`src/rtl/wrf_pkg.sv`:
```
`timescale 1ns/1ps
package wrf_pkg;

    // Control phases of one refill
    typedef enum logic [1:0] {
        PH_IDLE  = 2'd0,
        PH_FETCH = 2'd1,
        PH_WRITE = 2'd2
    } phase_e;

endpackage

```
`src/rtl/wrf_beat_seq.sv`:
```
`timescale 1ns/1ps
// Tracks the start offset and beat count of a refill and yields the
// wrapped word index of the current beat.
module wrf_beat_seq #(
    parameter int WORDS = 8,
    localparam int OFF_W = $clog2(WORDS)
) (
    input  logic             clk,
    input  logic             rst_n,
    input  logic             load,
    input  logic [OFF_W-1:0] load_off,
    input  logic             advance,
    output logic [OFF_W-1:0] word_idx,
    output logic             first_beat,
    output logic             last_beat
);

    typedef struct packed {
        logic [OFF_W-1:0] start;
        logic [OFF_W-1:0] cnt;
    } seq_t;

    seq_t seq_d, seq_q;

    always_comb begin
        seq_d = seq_q;
        if (load) begin
            seq_d.start = load_off;
            seq_d.cnt   = '0;
        end else if (advance) begin
            seq_d.cnt = seq_q.cnt + 1'b1;
        end
    end

    always_ff @(posedge clk) begin
        if (!rst_n) begin
            seq_q <= '0;
        end else begin
            seq_q <= seq_d;
        end
    end

    // Power-of-two line length: truncating addition wraps modulo WORDS
    assign word_idx   = seq_q.start + seq_q.cnt;
    assign first_beat = (seq_q.cnt == '0);
    assign last_beat  = (seq_q.cnt == OFF_W'(WORDS - 1));

endmodule

```
`src/rtl/wrf_line_buf.sv`:
```
`timescale 1ns/1ps
// Line assembly buffer: each arriving word lands in its natural slot.
module wrf_line_buf #(
    parameter int WORD_W = 32,
    parameter int WORDS  = 8,
    localparam int OFF_W = $clog2(WORDS)
) (
    input  logic                    clk,
    input  logic                    rst_n,
    input  logic                    wr_en,
    input  logic [OFF_W-1:0]        wr_idx,
    input  logic [WORD_W-1:0]       wr_data,
    output logic [WORDS*WORD_W-1:0] line_flat
);

    for (genvar gi = 0; gi < WORDS; gi++) begin : g_slot
        logic [WORD_W-1:0] slot_d, slot_q;

        always_comb begin
            slot_d = slot_q;
            if (wr_en && (wr_idx == OFF_W'(gi))) begin
                slot_d = wr_data;
            end
        end

        always_ff @(posedge clk) begin
            if (!rst_n) begin
                slot_q <= '0;
            end else begin
                slot_q <= slot_d;
            end
        end

        assign line_flat[gi*WORD_W +: WORD_W] = slot_q;
    end

endmodule

```
`src/rtl/wrap_refill_ctrl.sv`:
```
`timescale 1ns/1ps
// Critical-word-first line refill controller, one miss in flight.
module wrap_refill_ctrl #(
    parameter int WORD_W = 32,
    parameter int WORDS  = 8,
    parameter int LINE_W = 27,
    localparam int OFF_W = $clog2(WORDS),
    localparam int WADR_W = LINE_W + OFF_W,
    localparam int LINE_BITS = WORDS * WORD_W
) (
    input  logic                 clk,
    input  logic                 rst_n,
    input  logic                 miss_valid,
    input  logic [LINE_W-1:0]    miss_line,
    input  logic [OFF_W-1:0]     miss_off,
    output logic                 miss_ready,
    output logic                 busy,
    output logic                 mem_rd_req,
    output logic [WADR_W-1:0]    mem_rd_addr,
    input  logic                 mem_rvalid,
    input  logic [WORD_W-1:0]    mem_rdata,
    output logic                 cpu_valid,
    output logic [WORD_W-1:0]    cpu_data,
    output logic                 line_we,
    output logic [LINE_W-1:0]    line_addr,
    output logic [LINE_BITS-1:0] line_data
);

    import wrf_pkg::*;

    typedef struct packed {
        phase_e            phase;
        logic [LINE_W-1:0] line;
    } ctrl_t;

    ctrl_t ctrl_d, ctrl_q;

    logic             accept;
    logic             beat;
    logic [OFF_W-1:0] word_idx;
    logic             first_beat;
    logic             last_beat;

    assign accept = (ctrl_q.phase == PH_IDLE) && miss_valid;
    assign beat   = (ctrl_q.phase == PH_FETCH) && mem_rvalid;

    always_comb begin
        ctrl_d = ctrl_q;
        unique case (ctrl_q.phase)
            PH_IDLE: begin
                if (miss_valid) begin
                    ctrl_d.phase = PH_FETCH;
                    ctrl_d.line  = miss_line;
                end
            end
            PH_FETCH: begin
                if (beat && last_beat) begin
                    ctrl_d.phase = PH_WRITE;
                end
            end
            PH_WRITE: begin
                ctrl_d.phase = PH_IDLE;
            end
            default: begin
                ctrl_d.phase = PH_IDLE;
            end
        endcase
    end

    always_ff @(posedge clk) begin
        if (!rst_n) begin
            ctrl_q <= '{phase: PH_IDLE, line: '0};
        end else begin
            ctrl_q <= ctrl_d;
        end
    end

    wrf_beat_seq #(
        .WORDS(WORDS)
    ) u_seq (
        .clk        (clk),
        .rst_n      (rst_n),
        .load       (accept),
        .load_off   (miss_off),
        .advance    (beat),
        .word_idx   (word_idx),
        .first_beat (first_beat),
        .last_beat  (last_beat)
    );

    wrf_line_buf #(
        .WORD_W(WORD_W),
        .WORDS (WORDS)
    ) u_buf (
        .clk       (clk),
        .rst_n     (rst_n),
        .wr_en     (beat),
        .wr_idx    (word_idx),
        .wr_data   (mem_rdata),
        .line_flat (line_data)
    );

    // Memory request side
    assign mem_rd_req  = (ctrl_q.phase == PH_FETCH);
    assign mem_rd_addr = {ctrl_q.line, word_idx};

    // Early forwarding of the critical word, same cycle as its beat
    assign cpu_valid = beat && first_beat;
    assign cpu_data  = cpu_valid ? mem_rdata : '0;

    // Array write and status
    assign line_we    = (ctrl_q.phase == PH_WRITE);
    assign line_addr  = ctrl_q.line;
    assign miss_ready = (ctrl_q.phase == PH_IDLE);
    assign busy       = (ctrl_q.phase != PH_IDLE);

endmodule

```
`config.mk`:
```
export PLATFORM = sky130hd
export DESIGN_NAME = wrap_refill_ctrl
export DESIGN_NICKNAME = d
export VERILOG_FILES = /design/src/rtl/wrf_pkg.sv /design/src/rtl/wrf_beat_seq.sv /design/src/rtl/wrf_line_buf.sv /design/src/rtl/wrap_refill_ctrl.sv
export SDC_FILE = /design/constraint.sdc
export NUM_CORES = 1
export LEC_CHECK = 0
export BUFFER_PORTS_ARGS = -buffer_cell sky130_fd_sc_hd__buf_4
export CORE_MARGIN = 1.5
export CORE_UTILIZATION = 40
export CTS_CLUSTER_DIAMETER = 150
export DETAILED_ROUTE_END_ITERATION = 8
export PLACE_DENSITY = 0.68
export SYNTH_ARGS = -nofsm -noshare
export SYNTH_HDL_FRONTEND = slang
export SYNTH_SLANG_ARGS = --single-unit
```
`constraint.sdc`:
```
create_clock -name clk -period 1.93 [get_ports clk]
set_input_delay 0.193 -clock clk [delete_from_list [all_inputs] [get_ports clk]]
set_output_delay 0.193 -clock clk [all_outputs]
set_load 0.005 [all_outputs]
```
==> summary.txt <==
Critical Path Fanout Max: 9
Post-synth top flop: dfxtp_1
most frequent cell on the critical path: buf_16
Top Ports: 416
MaxCap Viol Count: 0
pwr dens: 698.6 nW/um^2
LEAKAGE: 0.007742 uW
DRC errors left: 0
Core ar.: 31,720 sq um
cells along the critical path: ha_4, inv_2, fa_4, inv_12, buf_4, buf_16, buf_12, buf_16, o31ai_2, a21oi_1
Antenna Nets Post-Route: 0
Clock Tree Buf Depth: 3
Tmin final: 2.500 ns
layout cells sized above 1: 45.12%
CP endpoint: u_buf.g_slot[4].slot_q[6]
Hold Fails Final Rpt: 0
Placer Congestion: 0.8021
Worst Path Required: 2.36 ns
Initial Utilization: 40.86%
TNS Setup: -113.07 ns
Area Overhead vs Synth: 64.07%
fin cells: 2,299
Die Wd: 183.0 um
Clock Skew: 0.01381 ns
Design Area, Final: 21,260 sq um
Net Count, Synth: 1,586
die height: 183.0 um
FF-to-FF End: u_buf.g_slot[4].slot_q[6]
WP data arrival: 2.92 ns
Max-slew headroom: 34.02%
Synth async-reset ratio: 0%
Overflow after GRT: 0
vias per inst: 6.531
initial DRC count: 1,966
antenna diode count: 0
Slew Viols, Final: 0
Worst setup SP type: flop
Clock Sink Count: 291
area of the die: 33,490 sq um
Post-synth EDFFs: 0
HPWL Detailed: 32,250 um
RSZ-0062 raised after global routing: true
CTS clock-pin slew for the worst setup and hold paths: 0.06 ns
#FFs+latches synth: 291
Syn Area/Cell: 8.554 sq um
# nets final: 1,946
WL final: 62,200 um
GRT Util Overall: 30.25%
worst-margin pin slew: 0.9896 ns
PortBufs: 415
initial antenna violation count: 2
Worst Setup SP: u_seq.seq_q[3]
WL/cell: 27.05 um
global-route wire length before repair: 78,980 um
post-synthesis sequential area ratio: 44.96%
critical path endpoint category: flop
status: finished with violations
WP buf/inv: 6
critical path class: flop to flop
final worst slack: -0.5696 ns
dpl cell area: 16,390 sq um
Placed Cells: 2,130
Post-Syn Area: 12,960 sq um
CTS HTree Levels: 1
Yosys Warn Count: 0
Top Family by Delay on Critical Path: adder cells
# setup viols final: 291
library cells used by synthesis: 28
routed via count: 15,010
Fmax: 400.1 MHz
reg2reg path depth: 10
hold_ws: 0.01938 ns
drt first pass iters: 6
CTS tree: built
WP depth: 10
Crit path largest cell delay: 0.81 ns
FF-to-FF setup slack: -0.57 ns
clock latency on the worst-skew pair: 0.56 ns
CP max-delay cell: fa_4
failing checks: negative setup slack
std cell rows: 65
Critical R2R Launch: u_seq.seq_q[3]
peak supply drop: 0.7258 mV
CTS buffer count: 31
number of global-route vias before repair: 12,840
final worst path period share: 129.5%
HP Class: primary input to flop
root buffer cell: clkbuf_16
pin count of the biggest net entering global routing: 96
Cells after Synth: 1,515
worst reg2reg max path: stages, from the launching register on:
cell	delay, ns
dfxtp_2	0.35
ha_4	0.13
inv_2	0.03
fa_4	0.81
inv_12	0.05
buf_4	0.16
buf_16	0.17
buf_12	0.15
buf_16	0.15
o31ai_2	0.25
a21oi_1	0.13
repair_timing:
| action | 4_1_cts | 5_1_grt |
|---|---|---|
| buffers inserted | 11 | 19 |
| hold buffers | 36 | 0 |
| setup endpoints to repair | 291 | 291 |
| cloned | 6 | 43 |
| resized for setup | 47 | 346 |
| hold endpoints to repair | 48 | 0 |
| pin swaps | 5 | 167 |
cells in the mapped netlist (5+ instances only):
cell	count	share of area [%]
buf_1	5	0.14
nor2_1	6	0.17
nand4_1	256	12
o31ai_1	256	15
buf_4	55	3.2
buf_2	49	1.9
a21oi_1	287	11
buf_6	12	1.0
nand2_1	63	1.8
and2_1	32	1.5
dfxtp_1	291	45
clkbuf_1	176	5.1
inv_1	5	0.14
placed cells by master, fill, tap and decap left out, types with 20 or more instances in the layout:
master	n
o31ai_4	102
clkbuf_16	64
buf_6	22
nand4_1	256
a21oi_1	247
o31ai_1	107
and2_1	20
dfxtp_1	287
a21oi_2	40
nand2_1	63
buf_4	465
buf_12	35
dlygate4sd3_1	36
o31ai_2	47
per-layer routing:
metal / vias to the layer above / wire, um / track usage [%]
li1: 6423 / - / -
met1: 7263 / 23040 / 39.33
met2: 1082 / 28400 / 47.95
met3: 242 / 6932 / 7.288
met4: 4 / 3798 / 12.75
met5: - / 28 / 0
worst min-delay path by stage:
stage             startpoint                         end  slack (ns)  cells after the start
5_1_grt        mem_rdata[18]  u_buf.g_slot[0].slot_q[18]        0.02                      3
6_report        mem_rdata[7]   u_buf.g_slot[3].slot_q[7]        0.02                      3
2_1_floorplan          rst_n                  ctrl_q[28]        0.31                      2
3_3_place_gp    miss_line[8]                line_addr[8]        0.44                      3
3_5_place_dp   miss_line[13]               line_addr[13]        0.45                      3
4_1_cts         mem_rdata[7]   u_buf.g_slot[3].slot_q[7]      0.0009                      3
power by group:
group          internal, uW  switching (uW)
Sequential             6100            74.8
Clock                  3370            2520
Combinational          1130            1670
per-stage QoR:
| stage | setup WS, ns | util (%) | total power, uW |
|---|---|---|---|
| global placement | -0.2643 | 51.68 | 8099 |
| finish | -0.5696 | 67.03 | 14850 |
| CTS | -0.6424 | 57.17 | 14070 |
| floorplan | -0.03372 | - | 7282 |
| global route | -0.5993 | 67.03 | 15190 |
| detailed placement | -0.3156 | 51.68 | 8111 |
cell families after synthesis:
logic type / count (synthesis) / synth area share [%]
muxes: 2 / 0.1545
xor gates and xnor gates: 2 / 0.2510
DFF: 291 / 44.96
and+or+nand+nor: 367 / 16.59
buffers and inverters: 305 / 11.60
AOI/OAI and AO/OA: 543 / 25.91
adders and majority gates: 5 / 0.5407
registers in the layout (all words and copies together), names as in the netlist:
name and count:
u_buf.g_slot.slot_q 256, line_addr 27, u_seq.seq_q 6, ctrl_q 2
cell type report:
type,count,area (sq um)
fillers,2253,10460
multi-input cells,919,7521
repair buffers,624,6364
flip-flops and latches,291,5831
clock buffers,44,864.6
well taps,402,503.0
clock inverters,11,113.9
inverters,8,65.06
Note: power is estimated with default switching activity, not from simulation.
